===== src/rtl/msg_tx_pkg.sv =====
package msg_tx_pkg;

  typedef enum logic [2:0] {
    ST_IDLE,
    ST_START,
    ST_SIZE,
    ST_DATA,
    ST_CHECK
  } txState_t;

  // Strobes from the control into the datapath
  typedef struct packed {
    logic crcClear;
    logic crcStep;
    logic loadByte;
    logic loadSize;
    logic loadCheck;
    logic shiftBit;
  } dpCtrl_t;

endpackage


===== src/rtl/msg_tx_ctrl.sv =====
module msg_tx_ctrl
  import msg_tx_pkg::*;
#(
  parameter int OVERSAMPLE = 32,
  parameter int SHORT_W    = 7,
  parameter int LONG_W     = 15
) (
  input  logic       clk,
  input  logic       rst,
  input  logic       startReq,
  input  logic [1:0] lenSel,
  input  logic       longCheck,
  input  logic       asyncMode,
  input  logic [2:0] sizeCount,
  output dpCtrl_t    dpCtrl,
  output logic       longQ,
  output logic       inStart,
  output logic       busy,
  output logic       msgSync,
  output logic       dataStrobe
);

  localparam int TICK_W = (OVERSAMPLE > 1) ? $clog2(OVERSAMPLE) : 1;
  localparam int BIT_W  = $clog2(LONG_W + 1);

  txState_t          state, stateN;
  logic [TICK_W-1:0] tick;
  logic [BIT_W-1:0]  bitCnt;
  logic [BIT_W-1:0]  elemLen;
  logic [2:0]        bytesLeft, bytesLeftN;
  logic              asyncQ;
  logic [1:0]        lenQ, lenEff;
  logic              bitEnd, lastBit, firstFetch, frameGo;

  assign busy    = (state != ST_IDLE);
  assign inStart = (state == ST_START);
  assign lenEff  = (state == ST_IDLE) ? lenSel : lenQ;
  assign bitEnd  = !asyncQ || (tick == TICK_W'(OVERSAMPLE - 1));

  always_comb begin
    case (state)
      ST_START: elemLen = BIT_W'(1);
      ST_CHECK: elemLen = longQ ? BIT_W'(LONG_W) : BIT_W'(SHORT_W);
      default:  elemLen = BIT_W'(8);
    endcase
  end

  assign lastBit = bitEnd && (bitCnt == elemLen - BIT_W'(1));

  always_comb begin
    dpCtrl     = '0;
    dataStrobe = 1'b0;
    stateN     = state;
    bytesLeftN = bytesLeft;
    firstFetch = 1'b0;
    frameGo    = 1'b0;
    case (state)
      ST_IDLE: begin
        if (startReq) begin
          frameGo         = 1'b1;
          dpCtrl.crcClear = 1'b1;
          if (asyncMode) stateN = ST_START;
          else firstFetch = 1'b1;
        end
      end
      ST_START: begin
        if (lastBit) firstFetch = 1'b1;
      end
      ST_SIZE, ST_DATA: begin
        if (bitEnd) begin
          dpCtrl.crcStep = 1'b1;
          if (lastBit) begin
            if (bytesLeft != 3'd0) begin
              dpCtrl.loadByte = 1'b1;
              dataStrobe      = 1'b1;
              bytesLeftN      = bytesLeft - 3'd1;
              stateN          = ST_DATA;
            end else begin
              dpCtrl.loadCheck = 1'b1;
              stateN           = ST_CHECK;
            end
          end else begin
            dpCtrl.shiftBit = 1'b1;
          end
        end
      end
      ST_CHECK: begin
        if (bitEnd) begin
          if (lastBit) stateN = ST_IDLE;
          else dpCtrl.shiftBit = 1'b1;
        end
      end
      default: stateN = ST_IDLE;
    endcase
    if (firstFetch) begin
      dataStrobe = 1'b1;
      if (lenEff == 2'd0) begin
        dpCtrl.loadSize = 1'b1;
        bytesLeftN      = sizeCount;
        stateN          = ST_SIZE;
      end else begin
        dpCtrl.loadByte = 1'b1;
        bytesLeftN      = {lenEff, 1'b0} - 3'd1;
        stateN          = ST_DATA;
      end
    end
  end

  always_ff @(posedge clk) begin
    if (rst) begin
      state     <= ST_IDLE;
      tick      <= '0;
      bitCnt    <= '0;
      bytesLeft <= '0;
      asyncQ    <= 1'b0;
      lenQ      <= '0;
      longQ     <= 1'b0;
      msgSync   <= 1'b0;
    end else begin
      state     <= stateN;
      bytesLeft <= bytesLeftN;
      msgSync   <= frameGo && !asyncMode;
      if (state == ST_IDLE || bitEnd) tick <= '0;
      else tick <= tick + TICK_W'(1);
      if (state == ST_IDLE || lastBit) bitCnt <= '0;
      else if (bitEnd) bitCnt <= bitCnt + BIT_W'(1);
      if (frameGo) begin
        asyncQ <= asyncMode;
        lenQ   <= lenSel;
        longQ  <= longCheck;
      end
    end
  end

  AST_STROBE_ONESHOT: assert property (@(posedge clk) disable iff (rst)
    dataStrobe |=> !dataStrobe);
  AST_SYNC_PULSE: assert property (@(posedge clk) disable iff (rst)
    msgSync |=> !msgSync);
  AST_SYNC_NO_START: assert property (@(posedge clk) disable iff (rst)
    msgSync |-> (busy && !inStart));
  AST_BUSY_FROM_REQ: assert property (@(posedge clk) disable iff (rst)
    $rose(busy) |-> $past(startReq));

endmodule


===== src/rtl/msg_tx_datapath.sv =====
module msg_tx_datapath
  import msg_tx_pkg::*;
#(
  parameter int               SHORT_W    = 7,
  parameter int               LONG_W     = 15,
  parameter logic [LONG_W-1:0] SHORT_POLY = 15'h0009,
  parameter logic [LONG_W-1:0] LONG_POLY  = 15'h4599
) (
  input  logic       clk,
  input  logic       rst,
  input  dpCtrl_t    dpCtrl,
  input  logic       longQ,
  input  logic       inStart,
  input  logic       busy,
  input  logic [7:0] busIn,
  output logic [2:0] sizeCount,
  output logic       lineOut
);

  localparam int SH_W = (LONG_W > 8) ? LONG_W : 8;
  localparam logic [LONG_W-1:0] SHORT_MASK = LONG_W'((1 << SHORT_W) - 1);

  logic [SH_W-1:0]   shreg;
  logic [LONG_W-1:0] crc, crcNext, crcShift, crcRev, polySel;
  logic [7:0]        sizeByte;
  logic              crcTop, fb;

  // bus bit0 = C, bit1 = B, bit2 = A ; count = 4C + 2B + A
  assign sizeCount = {busIn[0], busIn[1], busIn[2]};
  assign sizeByte  = {4'b0000, ^busIn[2:0], busIn[2:0]};

  assign crcTop   = longQ ? crc[LONG_W-1] : crc[SHORT_W-1];
  assign fb       = shreg[0] ^ crcTop;
  assign crcShift = {crc[LONG_W-2:0], 1'b0} & (longQ ? {LONG_W{1'b1}} : SHORT_MASK);
  assign polySel  = longQ ? LONG_POLY : SHORT_POLY;
  assign crcNext  = crcShift ^ (fb ? polySel : '0);

  always_comb begin
    crcRev = '0;
    for (int i = 0; i < LONG_W; i++) begin
      if (longQ) crcRev[i] = crcNext[LONG_W-1-i];
      else if (i < SHORT_W) crcRev[i] = crcNext[SHORT_W-1-i];
    end
  end

  always_ff @(posedge clk) begin
    if (rst) begin
      crc   <= '0;
      shreg <= '0;
    end else begin
      if (dpCtrl.crcClear) crc <= '0;
      else if (dpCtrl.crcStep) crc <= crcNext;
      if (dpCtrl.loadByte) shreg <= SH_W'(busIn);
      else if (dpCtrl.loadSize) shreg <= SH_W'(sizeByte);
      else if (dpCtrl.loadCheck) shreg <= SH_W'(crcRev);
      else if (dpCtrl.shiftBit) shreg <= shreg >> 1;
    end
  end

  assign lineOut = !busy ? 1'b1 : (inStart ? 1'b0 : shreg[0]);

  AST_SIZE_PARITY: assert property (@(posedge clk) disable iff (rst)
    dpCtrl.loadSize |=> (shreg[3] == ^shreg[2:0]) && (shreg[SH_W-1:4] == '0));
  AST_SHORT_CHECK_FIT: assert property (@(posedge clk) disable iff (rst)
    (dpCtrl.loadCheck && !longQ) |=> (shreg[SH_W-1:SHORT_W] == '0));

endmodule


===== src/rtl/msg_tx_framer.sv =====
module msg_tx_framer
  import msg_tx_pkg::*;
#(
  parameter int OVERSAMPLE = 32
) (
  input  logic       clk,
  input  logic       rst,
  input  logic       startReq,
  input  logic [1:0] lenSel,
  input  logic       longCheck,
  input  logic       asyncMode,
  input  logic [7:0] busIn,
  output logic       msgOut,
  output logic       msgSync,
  output logic       busy,
  output logic       dataStrobe
);

  localparam int SHORT_W = 7;
  localparam int LONG_W  = 15;

  dpCtrl_t    dpCtrl;
  logic       longQ, inStart;
  logic [2:0] sizeCount;

  msg_tx_ctrl #(
    .OVERSAMPLE(OVERSAMPLE), .SHORT_W(SHORT_W), .LONG_W(LONG_W)
  ) ctrl_i (
    .clk(clk), .rst(rst), .startReq(startReq), .lenSel(lenSel),
    .longCheck(longCheck), .asyncMode(asyncMode), .sizeCount(sizeCount),
    .dpCtrl(dpCtrl), .longQ(longQ), .inStart(inStart), .busy(busy),
    .msgSync(msgSync), .dataStrobe(dataStrobe)
  );

  msg_tx_datapath #(
    .SHORT_W(SHORT_W), .LONG_W(LONG_W)
  ) dp_i (
    .clk(clk), .rst(rst), .dpCtrl(dpCtrl), .longQ(longQ),
    .inStart(inStart), .busy(busy), .busIn(busIn),
    .sizeCount(sizeCount), .lineOut(msgOut)
  );

endmodule


===== config.mk =====
export PLATFORM = sky130hd
export DESIGN_NAME = msg_tx_framer
export DESIGN_NICKNAME = d
export VERILOG_FILES = /design/src/rtl/msg_tx_pkg.sv /design/src/rtl/msg_tx_ctrl.sv /design/src/rtl/msg_tx_datapath.sv /design/src/rtl/msg_tx_framer.sv
export SDC_FILE = /design/constraint.sdc
export NUM_CORES = 1
export LEC_CHECK = 0
export ABC_AREA = 1
export BUFFER_PORTS_ARGS = -buffer_cell sky130_fd_sc_hd__buf_2
export CAP_MARGIN = 10
export CORE_UTILIZATION = 55
export DETAILED_ROUTE_END_ITERATION = 16
export GPL_TIMING_DRIVEN = 0
export PLACE_DENSITY = 0.77
export SYNTH_ARGS = -nofsm -noshare
export SYNTH_HDL_FRONTEND = slang
export SYNTH_SLANG_ARGS = --single-unit

===== constraint.sdc =====
create_clock -name clk -period 2.6 [get_ports clk]
set_input_delay 0.13 -clock clk [delete_from_list [all_inputs] [get_ports clk]]
set_output_delay 0.13 -clock clk [all_outputs]
set_load 0.005 [all_outputs]

Word-level counts from Yosys, hierarchy flattened
Index checks and enable logic that the tools add are counted.

Add/subtract/negate cells: 5. Equal/unequal tests: 13. Multiplexer cells: 67. Bitwise logic cells: 3. Reductions and logical operators: 25.

Operator list (count): 2-to-1 mux 15 bit (5); 2-to-1 mux 3 bit (14); 2-to-1 mux 1 bit (36); 2-to-1 mux 8 bit (2); bitwise AND 15 bit (1); XOR 15 bit (1); inequality test 3 x 1 -> 1 bit (second input constant) (4); case mux 3 bit (4 select lines) (1); 2-to-1 mux 2 bit (5); nonzero test 2 bit (5); case mux 4 bit (2 select lines) (1); OR reduction 2 bit (4); AND reduction 7 bit (1); == test 3 x 2 -> 1 bit (second input constant) (2); inequality test 3 x 2 -> 1 bit (second input constant) (2); nonzero test 3 bit (2); subtractor 3 x 1 -> 3 bit (second input constant) (2); adder 5 x 1 -> 5 bit (second input constant) (1); == test 5 bit (second input constant) (1); adder 4 x 1 -> 4 bit (second input constant) (1); == test 4 bit (1); 2-to-1 mux 4 bit (1); case mux 1 bit (2 select lines) (2); AND reduction 4 bit (1); other kinds (13) (17).

Flip-flop bits (word level): 50. Input bits: 15. Output and inout port bits: 4. Word-level logic and storage cells: 124.

Depth between registers and ports, before layout
Word-level depth: 12. Depth in mapped cells: 15. Gate-level depth less buffers: 14.

Hierarchy
A second synthesis with hierarchy kept.

Cell total of the unflattened synthesis: 389. Area, all modules: 2846.5 um2.

Modules (own cells, without submodules): msg_tx_datapath (instances 1, cells each 220, area an instance 1621.6 um2, seq. area each 600.6 um2); msg_tx_ctrl (instances 1, cells each 169, area an instance 1224.9 um2, seq. area each 400.4 um2).

Worst setup path after synthesis
No wires, ideal clock.

Kind: flip-flop to flip-flop. Start: register ctrl_i.tick[0]. End: register dp_i.shreg[0]. Library setup time: 116 ps. Arrival: 1915 ps. Required time: 2484 ps. Setup slack: 569 ps. Stages on the path, launching flop included: 14. Path buffers: 1. Clock period less this slack: 2031 ps. Path through: dfxtp_1 -> ha_1 -> nand2_1 -> nor2_1 -> ha_1 -> nor2_1 -> inv_2 -> nand4_2 -> clkinv_1 -> buf_4 -> o211ai_1 -> nand2_1 -> nand2_1 -> o21ai_1.

Word-level cells in the longest chain between the ends: 9. Elaborated cells on any way between the ends: 20. Those cells by class: eq/ne: 1; mux: 16; reduce/logical: 3.

RTL lines: from (decl) (line msg_tx_ctrl.sv:27) `logic [TICK_W-1:0] tick;`; from (signal assigned) (line msg_tx_ctrl.sv:124) `else tick <= tick + TICK_W'(1);`; == test 5 bit * (line msg_tx_ctrl.sv:38) `assign bitEnd = !asyncQ || (tick == TICK_W'(OVERSAMPLE - 1));`; logical OR 1 bit * (line msg_tx_ctrl.sv:38); logical AND 1 bit (line msg_tx_ctrl.sv:48) `assign lastBit = bitEnd && (bitCnt == elemLen - BIT_W'(1));`; 2-to-1 mux 1 bit (line msg_tx_ctrl.sv:72) `if (lastBit) begin`; 2-to-1 mux 2 bit (line msg_tx_ctrl.sv:70) `if (bitEnd) begin`; 2-to-1 mux 2 bit or 2-to-1 mux 1 bit (tied branches) (line msg_tx_ctrl.sv:57) `case (state)`; 2-to-1 mux 1 bit or 2-to-1 mux 15 bit (tied branches) (line msg_tx_ctrl.sv:97, msg_tx_datapath.sv:55); 2-to-1 mux 2 bit or 2-to-1 mux 8 bit (tied branches) (line msg_tx_ctrl.sv:95, msg_tx_datapath.sv:54); nonzero test 4 bit (no source line) or 2-to-1 mux 8 bit (tied branches); to (signal assigned) (line msg_tx_datapath.sv:53) `if (dpCtrl.loadByte) shreg <= SH_W'(busIn);`; to (signal assigned) (line msg_tx_datapath.sv:54) `else if (dpCtrl.loadSize) shreg <= SH_W'(sizeByte);`; to (signal assigned) (line msg_tx_datapath.sv:55) `else if (dpCtrl.loadCheck) shreg <= SH_W'(crcRev);`; to (decl) (line msg_tx_datapath.sv:23) `logic [SH_W-1:0] shreg;`.

Mark *: on every way between the ends. The rest lies on a longest branch, timed or not. A chain may end at the register's enable or synchronous reset.

Final worst setup path
Start: register ctrl_i.tick[0]. End: output dataStrobe.

Word-level cells in the longest chain between the ends: 7. Elaborated cells on any way between the ends: 9. Those cells by class: eq/ne: 1; mux: 6; reduce/logical: 2.

RTL lines: == test 5 bit * (line msg_tx_ctrl.sv:38); logical OR 1 bit * (line msg_tx_ctrl.sv:38); logical AND 1 bit (line msg_tx_ctrl.sv:48); 2-to-1 mux 1 bit (line msg_tx_ctrl.sv:72); 2-to-1 mux 1 bit (line msg_tx_ctrl.sv:70); 2-to-1 mux 1 bit (line msg_tx_ctrl.sv:57); 2-to-1 mux 1 bit * (line msg_tx_ctrl.sv:95) `if (firstFetch) begin`; to (decl) (line msg_tx_framer.sv:16) `output logic dataStrobe`.

Marks and branches as above.

==> flow_summary.toml <==
[synth]
synth_cell_types = 33
post-synth-top-area-cell = "dfxtp_1"
syn_inst = 400
syn_nets = 420
syn-cell-area_um2 = 2720
synth-seq-area-share_pct = 36.9
synth.avg_cell_area_um2 = 6.79
ys_ff_latch = 50
synth.top_cell.area_share_pct = 36.9
yosysWarnings = 0
synthTopCellsByArea = "dfxtp_1, nand2_1, nand3_1, inv_1, a21oi_1"

[floorplan]
coreArea_um2 = 4720
start_util_pct = 57.5
die_h_um = 72.3
core.rowCount = 25
die_w_um = 72.3
ios = 19
fp.dieArea_um2 = 5220

[power_and_ir_drop]
pwr-share-clk_pct = 15.8
finalPower_mw = 2.77
p_seq_share_pct = 36.6
ir_drop_uv = 563
p_per_area_nw_per_um2 = 934
p_sw_mw = 1.26
comb_power_share_pct = 47.5
switching_share_pct = 45.3
p_int_mw = 1.52
p_leak_nw = 1.34

[sta]
period_share_pct = 93.2
clock_skew_ps = 8.71
max-slew-margin-rel_pct = 61.1
rsz0062_at_grt = "false"
fin_crit_ps = 2420
finalHoldViolations = 0
fin_tns_setup_ps = 0
maxSlewViolCount = 0
final-setup-viol-count = 0
tightest_slew_ps = 584
fmax_ghz = 0.413

[worst_setup_path]
cp-end-kind = "primary output"
startpoint = "ctrl_i.tick[0]$_SDFF_PP0_"
cpPeakStageDelay_ps = 330
timing.rr.start = "ctrl_i.tick[0]$_SDFF_PP0_"
required_ps = 2470
cp_common_cell = "ha_1"
cp.arrival_ps = 2290
cpMaxStageDelayCell = "dfxtp_1"
critPathTopFamily = "simple AND/OR/NAND/NOR gates"
worst-path-buf-inv = 3
worstPathCellList = "ha_1, nand2_1, nor2_1, ha_1, nor2_2, inv_2, nand4_1, nand3_2, buf_6, buf_2"
worstSetupPathType = "flip-flop to primary output"
path_max_fanout = 10
start_kind = "flip-flop"

[run]
drv_cap = 0

[layout]
final_core_util_pct = 62.9
final_common_cell = "nand2_1"
area_growth_pct = 9.40
n_antenna_cell = 0
finalNetCount = 445
final_cell_mix = "nand2_1, dfxtp_1, inv_1"
layout-drive-gt1-share_pct = 13.2

[detailed_routing]
drt-wirelength-per-cell_um = 12.5
ant_nets = 0
drt_iter0_drc = 262
firstDrtPassIters = 5
vias = 2631
drc = 0
drt_wl_total_um = 6140
via_per_inst = 5.35

[clock_network]
ctsHoldBuffers = 0
cts_root_buf = "clkbuf_8"
clk_pin_slew_ps = 90
numCtsBuffers = 5
tritoncts = "built"
htreeDepth = 2
clock-sinks = 50
clk_latency_ps = 310
cts_buffer_depth = 2

[placement]
gp_congestion = 0.900
place.port_buffers = 18
dp_hpwl_um = 4560

[grt]
grt_pass1_vias = 2231
grt_max_degree = 15
grt_usage_pct = 25.3
antenna_found_initial = 0
grt_pass1_wl_um = 10400
overflow = 0

[status]
status = "finished clean"

[min_path]
holdCritPathClass = "input port to flip-flop"
worstHoldStart = "rst"
cell families (layout without fill, tap and decap cells):
| family | count (synthesis) | count (layout) | synth area share, % |
|---|---|---|---|
| XOR/XNOR | 8 | 8 | 2.58 |
| AND/OR/NAND/NOR | 198 | 198 | 33.5 |
| flip-flops | 50 | 50 | 36.9 |
| buffers and inverters | 64 | 89 | 10.0 |
| adder cells (fa/ha/maj) | 5 | 5 | 2.30 |
| AO/OA/AOI/OAI | 75 | 75 | 14.7 |
power groups by stage:
stage	logic (mW)	registers, mW	clock network (mW)
6_report	1.32	1.02	0.439
5_1_grt	1.50	1.04	0.479
4_1_cts	1.30	1.01	0.449
3_3_place_gp	1.28	1.03	0
2_1_floorplan	1.01	1.01	0
3_5_place_dp	1.29	1.03	0
per-stage QoR:
step | instances | instance area [um^2] | setup slack [ps] | hold WS (ps)
3_5_place_dp | 485 | 2890 | 241 | 371
3_3_place_gp | 485 | 2890 | 280 | 370
5_1_grt | 492 | 2970 | 48.0 | 67.3
4_1_cts | 492 | 2970 | 5.66 | 46.0
6_report | 492 | 2970 | 176 | 51.8
2_1_floorplan | 400 | 2720 | 569 | 199
cells in the mapped netlist:
library cell	instances
xnor2_1	2
nand3b_1	2
nor2_1	20
inv_2	6
a31oi_1	1
o21ai_1	8
nand3_2	4
nand2_1	113
o22ai_1	2
xor2_1	6
nand2_2	5
inv_1	45
or2_2	1
nor3b_1	1
dfxtp_1	50
ha_1	5
nor2_4	4
buf_6	3
nand4_2	2
nand2_4	1
o311ai_0	1
nand4_1	3
o21ai_0	26
o211ai_1	4
a21oi_1	31
nand3_1	39
clkbuf_1	4
nor3_1	2
buf_2	2
a211oi_1	2
buf_4	2
clkinv_1	2
and2_1	1
state kept, by name, indices dropped and copies added, names as in the netlist:
name,flops
ctrl_i.asyncQ,1
ctrl_i.bytesLeft,3
ctrl_i.longQ,1
dp_i.shreg,15
ctrl_i.bitCnt,4
ctrl_i.state,3
ctrl_i.msgSync,1
dp_i.crc,15
ctrl_i.lenQ,2
ctrl_i.tick,5
timing repair:
action,CTS,global route
buffers inserted,0,0
hold endpoints to repair,0,0
gates resized for setup,0,1
setup endpoints to repair,0,3
layout make-up:
cell class	instances	area, um^2
fillers	436	1750
multi-input cells	286	1440
flip-flops and latches	50	1000
inverters	53	199
repair buffers	18	90.1
well taps	67	83.8
plain buffers	11	73.8
clock buffers	5	68.8
clock inverters	2	10.0
metal layers:
metal | GRT usage [%] | share of wire, % | vias up
met3 | 3.89 | 5.9 | 13
met5 | 0 | 0 | -
met4 | 9.15 | 2.0 | 0
met1 | 36.0 | 49 | 1178
met2 | 38.8 | 43 | 95
li1 | - | - | 1345
worst paths after layout:
check,to,slack (ps),depth (start not counted)
worst max-delay path,dataStrobe,180,10
worst min-delay path,ctrl_i.state[2]$_SDFFE_PP0P_,50,2
worst max register to register,dp_i.shreg[2]$_SDFFE_PP0P_,360,12
worst min register to register,ctrl_i.tick[0]$_SDFF_PP0_,450,1
No activity file was read; power rests on OpenSTA's default activity.
